--- config.mk ---
export PLATFORM = sky130hd
export DESIGN_NAME = operand_resolver
export DESIGN_NICKNAME = d
export VERILOG_FILES = /design/src/rtl/orsv_pkg.sv /design/src/rtl/orsv_plan.sv /design/src/rtl/orsv_ctrl.sv /design/src/rtl/operand_resolver.sv
export SDC_FILE = /design/constraint.sdc
export NUM_CORES = 1
export LEC_CHECK = 0
export ABC_AREA = 1
export BUFFER_PORTS_ARGS = -buffer_cell sky130_fd_sc_hd__buf_4
export CAP_MARGIN = 10
export CORE_AREA = 2 2 136 138
export CTS_CLUSTER_DIAMETER = 80
export CTS_CLUSTER_SIZE = 28
export DETAILED_ROUTE_END_ITERATION = 7
export DIE_AREA = 0 0 138 140
export PLACE_DENSITY = 0.66
export SYNTH_ARGS = -nofsm -noshare
export SYNTH_HDL_FRONTEND = slang
export SYNTH_SLANG_ARGS = --single-unit
--- constraint.sdc ---
create_clock -name clk -period 3.5 [get_ports clk]
set_clock_uncertainty 0.15 [all_clocks]
set_input_delay 0.175 -clock clk [delete_from_list [all_inputs] [get_ports clk]]
set_output_delay 0.175 -clock clk [all_outputs]
set_load 0.03 [all_outputs]
--- src/rtl/orsv_pkg.sv ---
package orsv_pkg;
    localparam int MODE_W = 4;

    localparam logic [MODE_W-1:0] M_IMM    = 4'd0;
    localparam logic [MODE_W-1:0] M_DIR    = 4'd1;
    localparam logic [MODE_W-1:0] M_IND    = 4'd2;
    localparam logic [MODE_W-1:0] M_REG    = 4'd3;
    localparam logic [MODE_W-1:0] M_REGIND = 4'd4;
    localparam logic [MODE_W-1:0] M_DISP   = 4'd5;
    localparam logic [MODE_W-1:0] M_REL    = 4'd6;
    localparam logic [MODE_W-1:0] M_IDX    = 4'd7;
    localparam logic [MODE_W-1:0] M_POST   = 4'd8;
    localparam logic [MODE_W-1:0] M_PRE    = 4'd9;

    typedef enum logic [1:0] {
        S_IDLE  = 2'd0,
        S_CALC  = 2'd1,
        S_ISSUE = 2'd2,
        S_WAIT  = 2'd3
    } state_e;
endpackage

--- src/rtl/orsv_plan.sv ---
module orsv_plan
    import orsv_pkg::*;
#(
    parameter int W    = 16,
    parameter int RW   = 3,
    parameter int DEPW = 2
) (
    input  logic [MODE_W-1:0] mode_i,
    input  logic [DEPW-1:0]   depth_i,
    input  logic [W-1:0]      a_i,
    input  logic [W-1:0]      pc_i,
    input  logic [RW-1:0]     rsel_i,
    input  logic [W-1:0]      rval_now_i,
    input  logic [W-1:0]      rval_held_i,
    input  logic [W-1:0]      ptr_data_i,
    output logic              need_read_o,
    output logic              first_ptr_o,
    output logic [DEPW-1:0]   levels_o,
    output logic [W-1:0]      first_addr_o,
    output logic [W-1:0]      nr_operand_o,
    output logic [W-1:0]      nr_ea_o,
    output logic [W-1:0]      link_ea_o
);
    localparam logic [DEPW-1:0] ONE_LVL = DEPW'(1);

    always_comb begin
        need_read_o  = 1'b1;
        first_ptr_o  = 1'b0;
        levels_o     = ONE_LVL;
        first_addr_o = a_i;
        nr_operand_o = a_i;
        nr_ea_o      = a_i;
        unique case (mode_i)
            M_DIR:    first_addr_o = a_i;
            M_IND: begin
                first_ptr_o = 1'b1;
                levels_o    = (depth_i == '0) ? ONE_LVL : depth_i;
            end
            M_REG: begin
                need_read_o  = 1'b0;
                nr_operand_o = rval_now_i;
                nr_ea_o      = W'(rsel_i);
            end
            M_REGIND: first_addr_o = rval_now_i;
            M_DISP, M_IDX: first_addr_o = a_i + rval_now_i;
            M_REL:    first_addr_o = a_i + pc_i;
            M_POST:   first_ptr_o  = 1'b1;
            M_PRE: begin
                first_ptr_o  = 1'b1;
                first_addr_o = a_i + rval_now_i;
            end
            default:  need_read_o = 1'b0;
        endcase
    end

    // After the last pointer read: post-index adds the held register value.
    always_comb begin
        link_ea_o = ptr_data_i;
        if (mode_i == M_POST) link_ea_o = ptr_data_i + rval_held_i;
    end
endmodule

--- src/rtl/orsv_ctrl.sv ---
module orsv_ctrl
    import orsv_pkg::*;
#(
    parameter int W    = 16,
    parameter int RW   = 3,
    parameter int DEPW = 2
) (
    input  logic              clk,
    input  logic              rst_n,
    input  logic              start_i,
    input  logic [MODE_W-1:0] mode_i,
    input  logic [DEPW-1:0]   depth_i,
    input  logic              autoinc_i,
    input  logic [W-1:0]      a_i,
    input  logic [RW-1:0]     r_i,
    input  logic [W-1:0]      pc_i,
    input  logic              need_read_i,
    input  logic              first_ptr_i,
    input  logic [DEPW-1:0]   levels_i,
    input  logic [W-1:0]      first_addr_i,
    input  logic [W-1:0]      nr_operand_i,
    input  logic [W-1:0]      nr_ea_i,
    input  logic [W-1:0]      link_ea_i,
    input  logic [W-1:0]      rf_rdata_i,
    input  logic [W-1:0]      mem_rdata_i,
    output logic [MODE_W-1:0] q_mode_o,
    output logic [DEPW-1:0]   q_depth_o,
    output logic [W-1:0]      q_a_o,
    output logic [W-1:0]      q_pc_o,
    output logic [RW-1:0]     q_rsel_o,
    output logic [W-1:0]      q_rval_o,
    output logic              rf_we_o,
    output logic [W-1:0]      rf_wdata_o,
    output logic              mem_re_o,
    output logic [W-1:0]      mem_addr_o,
    output logic              busy_o,
    output logic              done_o,
    output logic [W-1:0]      operand_o,
    output logic [W-1:0]      ea_o
);
    localparam logic [DEPW-1:0] ONE_LVL = DEPW'(1);

    typedef struct packed {
        state_e            st;
        logic [MODE_W-1:0] mode;
        logic [DEPW-1:0]   depth;
        logic              autoinc;
        logic [W-1:0]      a;
        logic [W-1:0]      pc;
        logic [RW-1:0]     rsel;
        logic [W-1:0]      rval;
        logic [W-1:0]      addr;
        logic              ptr;
        logic [DEPW-1:0]   lvl;
        logic              done;
        logic [W-1:0]      operand;
        logic [W-1:0]      ea;
    } ctrl_s;

    ctrl_s ctl_d, ctl_q;

    always_comb begin
        ctl_d      = ctl_q;
        ctl_d.done = 1'b0;
        mem_re_o   = 1'b0;
        rf_we_o    = 1'b0;
        unique case (ctl_q.st)
            S_IDLE: begin
                if (start_i) begin
                    ctl_d.st      = S_CALC;
                    ctl_d.mode    = mode_i;
                    ctl_d.depth   = depth_i;
                    ctl_d.autoinc = autoinc_i;
                    ctl_d.a       = a_i;
                    ctl_d.pc      = pc_i;
                    ctl_d.rsel    = r_i;
                end
            end
            S_CALC: begin
                ctl_d.rval = rf_rdata_i;
                if (!need_read_i) begin
                    ctl_d.operand = nr_operand_i;
                    ctl_d.ea      = nr_ea_i;
                    ctl_d.done    = 1'b1;
                    ctl_d.st      = S_IDLE;
                end else begin
                    ctl_d.addr = first_addr_i;
                    ctl_d.ptr  = first_ptr_i;
                    ctl_d.lvl  = levels_i;
                    ctl_d.st   = S_ISSUE;
                end
            end
            S_ISSUE: begin
                mem_re_o = 1'b1;
                ctl_d.st = S_WAIT;
            end
            S_WAIT: begin
                if (ctl_q.ptr) begin
                    if (ctl_q.lvl > ONE_LVL) begin
                        ctl_d.lvl  = ctl_q.lvl - ONE_LVL;
                        ctl_d.addr = mem_rdata_i;
                    end else begin
                        ctl_d.ptr  = 1'b0;
                        ctl_d.addr = link_ea_i;
                    end
                    ctl_d.st = S_ISSUE;
                end else begin
                    ctl_d.operand = mem_rdata_i;
                    ctl_d.ea      = ctl_q.addr;
                    ctl_d.done    = 1'b1;
                    ctl_d.st      = S_IDLE;
                    rf_we_o       = (ctl_q.mode == M_IDX) && ctl_q.autoinc;
                end
            end
            default: ctl_d.st = S_IDLE;
        endcase
    end

    always_ff @(posedge clk or negedge rst_n) begin
        if (!rst_n) begin
            ctl_q    <= '0;
            ctl_q.st <= S_IDLE;
        end else begin
            ctl_q <= ctl_d;
        end
    end

    assign q_mode_o   = ctl_q.mode;
    assign q_depth_o  = ctl_q.depth;
    assign q_a_o      = ctl_q.a;
    assign q_pc_o     = ctl_q.pc;
    assign q_rsel_o   = ctl_q.rsel;
    assign q_rval_o   = ctl_q.rval;
    assign rf_wdata_o = ctl_q.rval + W'(1);
    assign mem_addr_o = ctl_q.addr;
    assign busy_o     = (ctl_q.st != S_IDLE);
    assign done_o     = ctl_q.done;
    assign operand_o  = ctl_q.operand;
    assign ea_o       = ctl_q.ea;

    // a plan without reads finishes on the next edge with no strobe
    a_r1_no_read_finish: assert property (@(posedge clk) disable iff (!rst_n)
        (ctl_q.st == S_CALC && !need_read_i) |=> (done_o && !mem_re_o));

    // register writes only come from an auto-incrementing indexed access
    a_r7_write_gate: assert property (@(posedge clk) disable iff (!rst_n)
        rf_we_o |-> (ctl_q.mode == M_IDX && ctl_q.autoinc && !ctl_q.ptr));

    a_r10_one_read: assert property (@(posedge clk) disable iff (!rst_n)
        mem_re_o |=> !mem_re_o);

    a_r11_start_ignored: assert property (@(posedge clk) disable iff (!rst_n)
        (busy_o && start_i) |=> (ctl_q.a == $past(ctl_q.a) && ctl_q.mode == $past(ctl_q.mode)));

    a_r12_done_pulse: assert property (@(posedge clk) disable iff (!rst_n)
        done_o |=> !done_o);

    a_r12_hold: assert property (@(posedge clk) disable iff (!rst_n)
        (!$stable(operand_o) || !$stable(ea_o)) |-> done_o);
endmodule

--- src/rtl/operand_resolver.sv ---
module operand_resolver
    import orsv_pkg::*;
#(
    parameter int W         = 16,
    parameter int NREGS     = 8,
    parameter int MAX_DEPTH = 3
) (
    input  logic                     clk,
    input  logic                     rst_n,
    input  logic                     start_i,
    input  logic [3:0]               mode_i,
    input  logic [$clog2(MAX_DEPTH+1)-1:0] depth_i,
    input  logic                     autoinc_i,
    input  logic [W-1:0]             a_i,
    input  logic [$clog2(NREGS)-1:0] r_i,
    input  logic [W-1:0]             pc_i,
    output logic [$clog2(NREGS)-1:0] rf_addr_o,
    input  logic [W-1:0]             rf_rdata_i,
    output logic                     rf_we_o,
    output logic [W-1:0]             rf_wdata_o,
    output logic                     mem_re_o,
    output logic [W-1:0]             mem_addr_o,
    input  logic [W-1:0]             mem_rdata_i,
    output logic                     busy_o,
    output logic                     done_o,
    output logic [W-1:0]             operand_o,
    output logic [W-1:0]             ea_o
);
    localparam int RW   = $clog2(NREGS);
    localparam int DEPW = $clog2(MAX_DEPTH+1);

    logic [MODE_W-1:0] q_mode;
    logic [DEPW-1:0]   q_depth;
    logic [W-1:0]      q_a, q_pc, q_rval;
    logic [RW-1:0]     q_rsel;
    logic              need_read, first_ptr;
    logic [DEPW-1:0]   levels;
    logic [W-1:0]      first_addr, nr_operand, nr_ea, link_ea;

    orsv_plan #(.W(W), .RW(RW), .DEPW(DEPW)) u_plan (
        .mode_i       (q_mode),
        .depth_i      (q_depth),
        .a_i          (q_a),
        .pc_i         (q_pc),
        .rsel_i       (q_rsel),
        .rval_now_i   (rf_rdata_i),
        .rval_held_i  (q_rval),
        .ptr_data_i   (mem_rdata_i),
        .need_read_o  (need_read),
        .first_ptr_o  (first_ptr),
        .levels_o     (levels),
        .first_addr_o (first_addr),
        .nr_operand_o (nr_operand),
        .nr_ea_o      (nr_ea),
        .link_ea_o    (link_ea)
    );

    orsv_ctrl #(.W(W), .RW(RW), .DEPW(DEPW)) u_ctrl (
        .clk          (clk),
        .rst_n        (rst_n),
        .start_i      (start_i),
        .mode_i       (mode_i),
        .depth_i      (depth_i),
        .autoinc_i    (autoinc_i),
        .a_i          (a_i),
        .r_i          (r_i),
        .pc_i         (pc_i),
        .need_read_i  (need_read),
        .first_ptr_i  (first_ptr),
        .levels_i     (levels),
        .first_addr_i (first_addr),
        .nr_operand_i (nr_operand),
        .nr_ea_i      (nr_ea),
        .link_ea_i    (link_ea),
        .rf_rdata_i   (rf_rdata_i),
        .mem_rdata_i  (mem_rdata_i),
        .q_mode_o     (q_mode),
        .q_depth_o    (q_depth),
        .q_a_o        (q_a),
        .q_pc_o       (q_pc),
        .q_rsel_o     (q_rsel),
        .q_rval_o     (q_rval),
        .rf_we_o      (rf_we_o),
        .rf_wdata_o   (rf_wdata_o),
        .mem_re_o     (mem_re_o),
        .mem_addr_o   (mem_addr_o),
        .busy_o       (busy_o),
        .done_o       (done_o),
        .operand_o    (operand_o),
        .ea_o         (ea_o)
    );

    assign rf_addr_o = q_rsel;
endmodule

# Word-level counts from Yosys, hierarchy flattened
# Index checks and enable logic that the tools add are counted.
# totals
inputBits	77
out_inout_bits	71
regBits	112
# op_classes
mux	23
n_reduce_logical	13
eq_ne	18
addsub	5
n_lt_le_gt_ge	1
# op_table
cell	n
$pmux W52 S2	1
$mux W33	2
$mux W16	4
$add A16 B16 Y16	3
$pmux W16 S3	1
$mux W44	1
$mux W19	2
$add A16 B1 Y16 const B	1
$eq A4 B3 Y1 const B	4
$mux W2	5
$eq A4 B2 Y1 const B	2
$eq A4 B4 Y1 const B	2
$pmux W2 S4	1
$reduce_or A8 Y1	1
$mux W1	6
$ne A2 B1 Y1 const B	3
$ne A2 B2 Y1 const B	3
$reduce_and A3 Y1	2
$reduce_or A3 Y1	2
$eq A2 B2 Y1 const B	2
$eq A4 B1 Y1 const B	1
$logic_not A2 Y1	2
$reduce_and A2 Y1	2
$reduce_and A4 Y1	1
5 further kinds	6

# Logic depth before layout (Yosys ltp)
# Gate-level depths: netlist (run 1).
# logic_depth
ltp_word	5
mapped_depth	24
ltp_nobuf	23

# By module
# A second synthesis (run 1) with hierarchy kept.
# hier_totals
hier_cells	1407
area_unflattened_um2	9183.8
# modules_own_cells
mod	cells_per_inst	seq_area_each_um2	instances	area_each_um2
orsv_ctrl	811	2802.7	1	6256.0
orsv_plan	596	0.0	1	2927.8

# Worst setup path after synthesis (run 1)
# OpenSTA, ideal clock, no wires.
# synth_path
path_kind	register to register
start	reg u_ctrl.ctl_q (netlist bit u_ctrl.q_mode_o[1])
end	reg u_ctrl.ctl_q (netlist bit u_ctrl.mem_addr_o[8])
path_buffers	1
required_ns	3.233
period_less_slack_ns	3.010
stages_incl_launch_ff	24
t_arrival_ns	2.743
slack_ns	0.490
cell_sequence	dfrtp_1 nor2_1 nand3_2 nand2_1 clkbuf_1 nor2_1 a21oi_1 ha_1 inv_1 fa_1 inv_1 nand3_1 nand2_1 nand2_1 nand2_1 nand2_1 nand2_1 nand2_1 nand3_1 nand2_1 nand2_1 nand2_1 nand2_1 nand2_1
# synth_between
elab_chain_cells	5
word_cells_on_any_way	19
cone_classes	eq/ne (9); mux (7); reduce/logical (3)
# synth_rtl
item	line	rtl
start, declared	orsv_ctrl.sv:60	ctrl_s ctl_d, ctl_q;
start signal, assigned	orsv_ctrl.sv:124	ctl_q <= ctl_d;
$eq A4 B3 Y1 (tied with other cells)	orsv_plan.sv:33	unique case (mode_i)
$reduce_or A3 Y1 (no line) (tied with other cells)	n/a	
$pmux W16 S3 (tied with other cells)	orsv_plan.sv:33	
$mux W19 (tied with other cells)	orsv_ctrl.sv:81	if (!need_read_i) begin
$pmux W52 S2 or $reduce_and A3 Y1 (tied branches)	n/a	
# Several ways; a longest one is shown, not always the timed one. The select of a mux whose other input is x is not followed.
# A chain may end at the register's enable or synchronous reset.

# Worst setup path in the final report (run 1)
# layout_path
start	reg u_ctrl.ctl_q (netlist bit u_ctrl.q_mode_o[2])
end	reg u_ctrl.ctl_q (netlist bit u_ctrl.mem_addr_o[7])
# Same word-level chain as after synthesis.

==> flow_summary.json, run 1 <==
{
  "status": "finished, final reports clean",
  "row_count": 49,
  "antenna_cells": 0,
  "p_int_w": 0.00517,
  "cp_slowest_cell": "dfrtp_1",
  "die_h_um": 140,
  "route.detailed.drc": 0,
  "dieArea_mm2": 0.0193,
  "power.density_mw_per_mm2": 1110,
  "die_w_um": 138,
  "m1WireLength_mm": 11.6,
  "fin_setup_tns_ps": 0,
  "firstDrtPassIters": 6,
  "worstPathMaxFanout": 23,
  "synth_fp_nets": 1159,
  "crit_family": "simple AND/OR/NAND/NOR gates",
  "gp_congestion": 0.924,
  "maxCapViolCount": 0,
  "grt_pass1_vias": 7303,
  "antenna_found_initial": 0,
  "core_mm2": 0.0178,
  "hold_viol": 0,
  "ant_nets": 0,
  "ys_seq_elements": 112,
  "topRoutingLayerUsed": "met4",
  "wl_met3_mm": 1.56,
  "met2_length_mm": 12.1,
  "postSynthAreaPerCell_um2": 7.55,
  "slowest_delay_ps": 440,
  "p_seq_share_pct": 24.4,
  "synth.largest_area_cell": "dfrtp_1",
  "syn_inst": 1046,
  "cp.arrival_ps": 3270,
  "port_buffers": 147,
  "tightest_slew_ps": 1070,
  "clk_latency_ps": 370,
  "clock-sinks": 112,
  "synth_edf_count": 0,
  "numCtsBuffers": 9,
  "seq_area_frac_synth_pct": 35.5,
  "crit_chain": "nor2_1 > nand3_2 > nand2_2 > buf_12 > nor2_1 > a21oi_1 > ha_1 > nand2_1 > inv_1 > a21oi_1 > nand2_1 > or2_2 > nand3_1 > nand3_1 > nand2_1 > nand2_1 > nand2_1 > nand2_1",
  "max_slew_margin_pct": 28.1,
  "setup_viol": 0,
  "async_reset_ff_share_pct": 100,
  "p_switching_w": 0.00569,
  "power_frac_comb_pct": 65.5,
  "tritoncts": "done",
  "p_sw_share_pct": 52.4,
  "grt_usage_pct": 26.7,
  "num_io_pins": 148,
  "rsz0062_at_grt": "false",
  "leakagePower_nw": 4.94,
  "clockBufferDepth": 2,
  "synth.most_common_cell": "nand2_1",
  "cts_setup_buffers": 0,
  "yosysWarningCount": 0,
  "finalCriticalPeriod_ps": 3160,
  "syn2layout_area_growth_pct": 24.4,
  "ys_top_cells_by_count": "274 x nand2_1, 115 x inv_1, 112 x dfrtp_1",
  "critPathRequiredTime_ps": 3610,
  "ir_worst_vdd_mv": 0.620,
  "vias": 7556,
  "clk_pin_slew_ps": 90,
  "ys_types": 47,
  "synth.cell_area_mm2": 0.00790,
  "fin_crit_sh_pct": 90.4,
  "overflow": 0,
  "crit_path_end_kind": "register",
  "grt_pass1_wl_mm": 40.6,
  "path_common_cell": "nand2_1",
  "final_core_util_pct": 55.2,
  "grt_max_degree": 73,
  "slew_viol_final": 0,
  "path_buf_inv": 2,
  "nNetsFinal": 1311,
  "vias_per_cell": 5.28,
  "drive_gt1_share_pct": 19.5,
  "synthFlopType": "dfrtp_1",
  "synth_top_area_share_pct": 35.5,
  "initial_core_util_pct": 44.4,
  "hp-class": "input port to register",
  "fmax_mhz": 316,
  "critPathKind": "register to register",
  "p_clk_share_pct": 10.1,
  "wl_per_cell_um": 18.0,
  "first_iter_violations": 632,
  "netlist_top_cells_area": "dfrtp_1 35%, nand2_1 13%, inv_1 5.5%, ha_1 5.4%, buf_4 5.0%",
  "htreeDepth": 3,
  "wl_mm": 25.8,
  "dpl.hpwl_mm": 19.8,
  "root_buffer": "clkbuf_16",
  "crit_path_start_kind": "register"
}
worst register-to-register path, delay by kind of cell (launching register included):
family	cells	cell delay, ps
buffers and inverters	2	240
flip-flops	1	440
AND/OR/NAND/NOR	13	1650
adder cells (fa/ha/maj)	1	310
AO/OA/AOI/OAI	2	280
kinds of logic (layout without fill, tap and decap cells):
family,count (synthesis),count (layout),share of synthesized area (%)
mux,34,34,4.85
simple gates,473,473,26.0
buf+inv,203,360,12.8
fa+ha+maj,36,36,5.89
xor+xnor,22,22,2.44
flops,112,112,35.5
compound gates,166,166,12.6
cell usage in the layout, fill, tap and decap left out, drive strengths merged, types with 9 or more instances in the layout:
master / count
dlygate4sd3: 68
nand3: 76
clkbuf: 9
nand2: 277
buf: 153
o211ai: 16
xor2: 11
ha: 34
a21oi: 73
inv: 127
o21ai: 34
a31oi: 12
nor3: 12
nand4: 12
nor2: 82
xnor2: 11
dfrtp: 112
mux2: 34
flip-flops by register name, summed over array words and instances, names as in the netlist, 3 cells and up:
| name | cells |
|---|---|
| u_ctrl.ea_o | 16 |
| u_ctrl.operand_o | 16 |
| u_ctrl.ctl_q | 6 |
| u_ctrl.q_rsel_o | 3 |
| u_ctrl.mem_addr_o | 16 |
| u_ctrl.q_rval_o | 16 |
| u_ctrl.q_mode_o | 4 |
| u_ctrl.q_a_o | 16 |
| u_ctrl.q_pc_o | 16 |
stage by stage:
step	instance area (µm²)	power (W)	instances	hold slack, ps	setup WS, ps
2_1_floorplan	7900	0.00780	1046	-271	490
3_3_place_gp	8830	0.00952	1348	59.1	406
3_5_place_dp	8830	0.00958	1348	54.3	323
4_1_cts	9820	0.0108	1432	0.247	294
5_1_grt	9820	0.0117	1432	12.7	73.2
6_report	9820	0.0109	1432	2.80	337
worst paths after layout:
kind | start | to | slack (ps) | depth (start not counted)
min reg2reg | u_ctrl.ea_o[9] | u_ctrl.ea_o[9] | 350 | 2
max reg2reg | u_ctrl.q_mode_o[2] | u_ctrl.mem_addr_o[7] | 340 | 18
min in group asynchronous | rst_n | u_ctrl.q_pc_o[12] | 170 | 2
max | u_ctrl.q_mode_o[2] | u_ctrl.mem_addr_o[7] | 340 | 18
min | mem_rdata_i[8] | u_ctrl.operand_o[8] | 3 | 3
max in group asynchronous | rst_n | u_ctrl.mem_addr_o[10] | 2240 | 3
power by group through the flow:
stage | Clock [W] | Sequential (W) | Combinational, W
finish | 0.00110 | 0.00265 | 0.00711
detailed placement | 0 | 0.00266 | 0.00692
global placement | 0 | 0.00265 | 0.00686
floorplan | 0 | 0.00235 | 0.00545
global route | 0.00117 | 0.00272 | 0.00786
CTS | 0.00112 | 0.00264 | 0.00707
layer usage:
metal | up-vias | GRT usage [%]
met4 | 0 | 7.47
met5 | - | 0
met2 | 272 | 43.5
met1 | 3546 | 37.1
met3 | 34 | 4.03
li1 | 3704 | -
layout make-up:
class / count / area, µm²
flip-flops and latches: 112 / 2800
clock inverters: 7 / 86.3
clock buffers: 9 / 225
multi-input cells: 731 / 4090
repair buffers: 221 / 1850
well taps: 229 / 287
fillers: 1718 / 7960
inverters: 123 / 474
what timing repair did:
| item | 4_1_cts | 5_1_grt |
|---|---|---|
| endpoints found under the hold margin | 101 | 0 |
| hold buffers | 68 | 0 |
| resized for setup | 0 | 1 |
| endpoints found under the setup margin | 0 | 1 |
No activity file was read; power rests on OpenSTA's default activity.
==> run 2: changes to the inputs <==
--- a/config.mk
+++ b/config.mk
@@ -7,13 +7,12 @@
 export LEC_CHECK = 0
 export ABC_AREA = 1
 export BUFFER_PORTS_ARGS = -buffer_cell sky130_fd_sc_hd__buf_4
-export CAP_MARGIN = 10
-export CORE_AREA = 2 2 136 138
+export CAP_MARGIN = 25
+export CORE_AREA = 2 2 154 156
 export CTS_CLUSTER_DIAMETER = 80
 export CTS_CLUSTER_SIZE = 28
 export DETAILED_ROUTE_END_ITERATION = 7
-export DIE_AREA = 0 0 138 140
-export PLACE_DENSITY = 0.66
+export DIE_AREA = 0 0 156 158
 export SYNTH_ARGS = -nofsm -noshare
 export SYNTH_HDL_FRONTEND = slang
 export SYNTH_SLANG_ARGS = --single-unit
==> run 2 against run 1 <==
Net effect: sequential share of layout area fell by 0.058 points; critical path depth stayed put; fmax is 0.41% higher; final area grew 0.29%; via count shrank 0.49%; hold slack better by 3.9 ps; wire length rose by 3.8%; clock power down 4%; sequential power hardly changed; largest cell class unchanged.
==> flow_summary.json, run 2 (same netlist as run 1, synthesis figures left out) <==
{
  "maxCapViolCount": 0,
  "gp_congestion": 0.908,
  "cp.arrival_ps": 3250,
  "cts_setup_buffers": 0,
  "hold-worst-slack_ps": 6.66,
  "core_mm2": 0.0231,
  "grt_max_degree": 61,
  "clk_latency_ps": 360,
  "root_buffer": "clkbuf_16",
  "antenna_cells": 0,
  "ant_nets": 0,
  "tightest_slew_ps": 718,
  "final_area_mm2": 0.00985,
  "fmax_mhz": 318,
  "clockBufferDepth": 2,
  "use_met1_pct": 30.3,
  "clk_pin_slew_ps": 90,
  "dpl.hpwl_mm": 20.9,
  "initial_core_util_pct": 34.3,
  "grt_usage_pct": 21.8,
  "syn2layout_area_growth_pct": 24.7,
  "fin_crit_sh_pct": 90.0,
  "ir_worst_vdd_mv": 0.350,
  "grt_pass1_vias": 7271,
  "vias": 7519,
  "critPathRequiredTime_ps": 3600,
  "leakagePower_nw": 4.93,
  "setup_viol": 0,
  "crit_path_start_kind": "register",
  "die_h_um": 158,
  "grt_pass1_wl_mm": 40.9,
  "max_slew_margin_pct": 52.2,
  "nNetsFinal": 1308,
  "place_area_mm2": 0.00890,
  "worstPathMaxFanout": 17,
  "port_buffers": 147,
  "row_count": 56,
  "dieArea_mm2": 0.0246,
  "grt_use_met2_pct": 36.5,
  "htreeDepth": 3,
  "first_iter_violations": 534,
  "overflow": 0,
  "path_buf_inv": 1,
  "route.detailed.drc": 0,
  "numCtsBuffers": 9,
  "status": "finished, final reports clean",
  "antenna_found_initial": 0,
  "num_io_pins": 148,
  "drive_gt1_share_pct": 19.8,
  "hold_viol": 0,
  "crit_path_end_kind": "register",
  "crit_chain": "nor2_1 > nand3_2 > nand2_2 > buf_4 > nor2_1 > a21oi_1 > ha_1 > a21oi_1 > nand2_1 > nand2_1 > nand2_1 > or2_2 > nand3_1 > nand3_1 > nand2_1 > nand2_1 > nand2_1 > nand2_1",
  "firstDrtPassIters": 7,
  "final_common_cell": "nand2_1",
  "busiest_layer": "met2",
  "hp-class": "input port to register",
  "grt_use_met3_pct": 3.15,
  "clock-sinks": 112,
  "wl_per_cell_um": 18.0,
  "slowest_delay_ps": 430,
  "tritoncts": "done",
  "finalCriticalPeriod_ps": 3150,
  "wl_mm": 26.8,
  "cp_slowest_cell": "dfrtp_1",
  "vias_per_cell": 5.05,
  "most-common-layout-cells": "272 x nand2_1, 153 x buf_4, 115 x inv_1",
  "path_common_cell": "nand2_1",
  "critPathKind": "register to register",
  "power.density_mw_per_mm2": 1100,
  "crit_family": "simple AND/OR/NAND/NOR gates",
  "slew_viol_final": 0,
  "die_w_um": 156
}
==> run 2: cell count changes in the layout (fill, tap and decap cells not counted) <==
cell	delta
clkinv_2	-1
inv_6	-2
clkinv_8	-1
dfrtp_1	-2
dlygate4sd3_1	-5
dfrtp_2	+2
buf_4	+2
clkbuf_8	+1
inv_8	+2
bufinv_16	-1
clkinv_4	+2
==> run 2: final cells by class <==
cell class,instances,area (µm²)
inverter,123,474
tap,290,363
clock inverter,6,57.6
clock buffer,10,239
fill,2330,13200
timing repair buffer,218,1820
multi-input combinational,731,4090
sequential,112,2810
==> run 2: tightest hold or removal path, stage by stage <==
cell and delay (ps):
buf_4 120, a21oi_1 60, a31oi_1 120
==> run 2: timing repair <==
action	in CTS	in global routing
setup endpoints to repair	0	3
gates resized for setup	0	3
hold buffers	62	1
endpoints found under the hold margin	111	1
==> run 2: layer usage <==
layer  share of wire [%]  wire (µm)
met1                  46      12200
met2                  47      12600
met3                 6.1       1640
met4                 1.0        280
met5                   0          0
==> run 2: worst paths after layout <==
check | from | endpoint | slack, ps | cells after the start
setup / recovery | u_ctrl.q_mode_o[1] | u_ctrl.mem_addr_o[7] | 350 | 18
hold / removal | mem_rdata_i[13] | u_ctrl.operand_o[13] | 7 | 3
setup reg to reg | u_ctrl.q_mode_o[1] | u_ctrl.mem_addr_o[7] | 350 | 18
hold reg to reg | u_ctrl.ea_o[6] | u_ctrl.ea_o[6] | 350 | 2
max in group asynchronous | rst_n | u_ctrl.q_mode_o[3] | 2180 | 3
min in group asynchronous | rst_n | u_ctrl.q_pc_o[14] | 250 | 2
==> run 2: power breakdown <==
group / switching (W) / total [W] / internal, W
clock network: 0.000541 / 0.00106 / 0.000522
registers: 0.000731 / 0.00267 / 0.00194
logic: 0.00443 / 0.00706 / 0.00263
total: 0.00570 / 0.0108 / 0.00510
==> run 2: per-stage QoR <==
stage,std cells,worst slack (ps),setup TNS (ps),utilization [%],total power (W)
floorplan,1046,490,0,-,0.00780
global placement,1410,386,0,38.6,0.00958
detailed placement,1410,291,0,38.6,0.00961
CTS,1488,283,0,42.6,0.0108
global route,1490,-15.8,-15.8,42.7,0.0117
finish,1490,350,0,42.7,0.0108
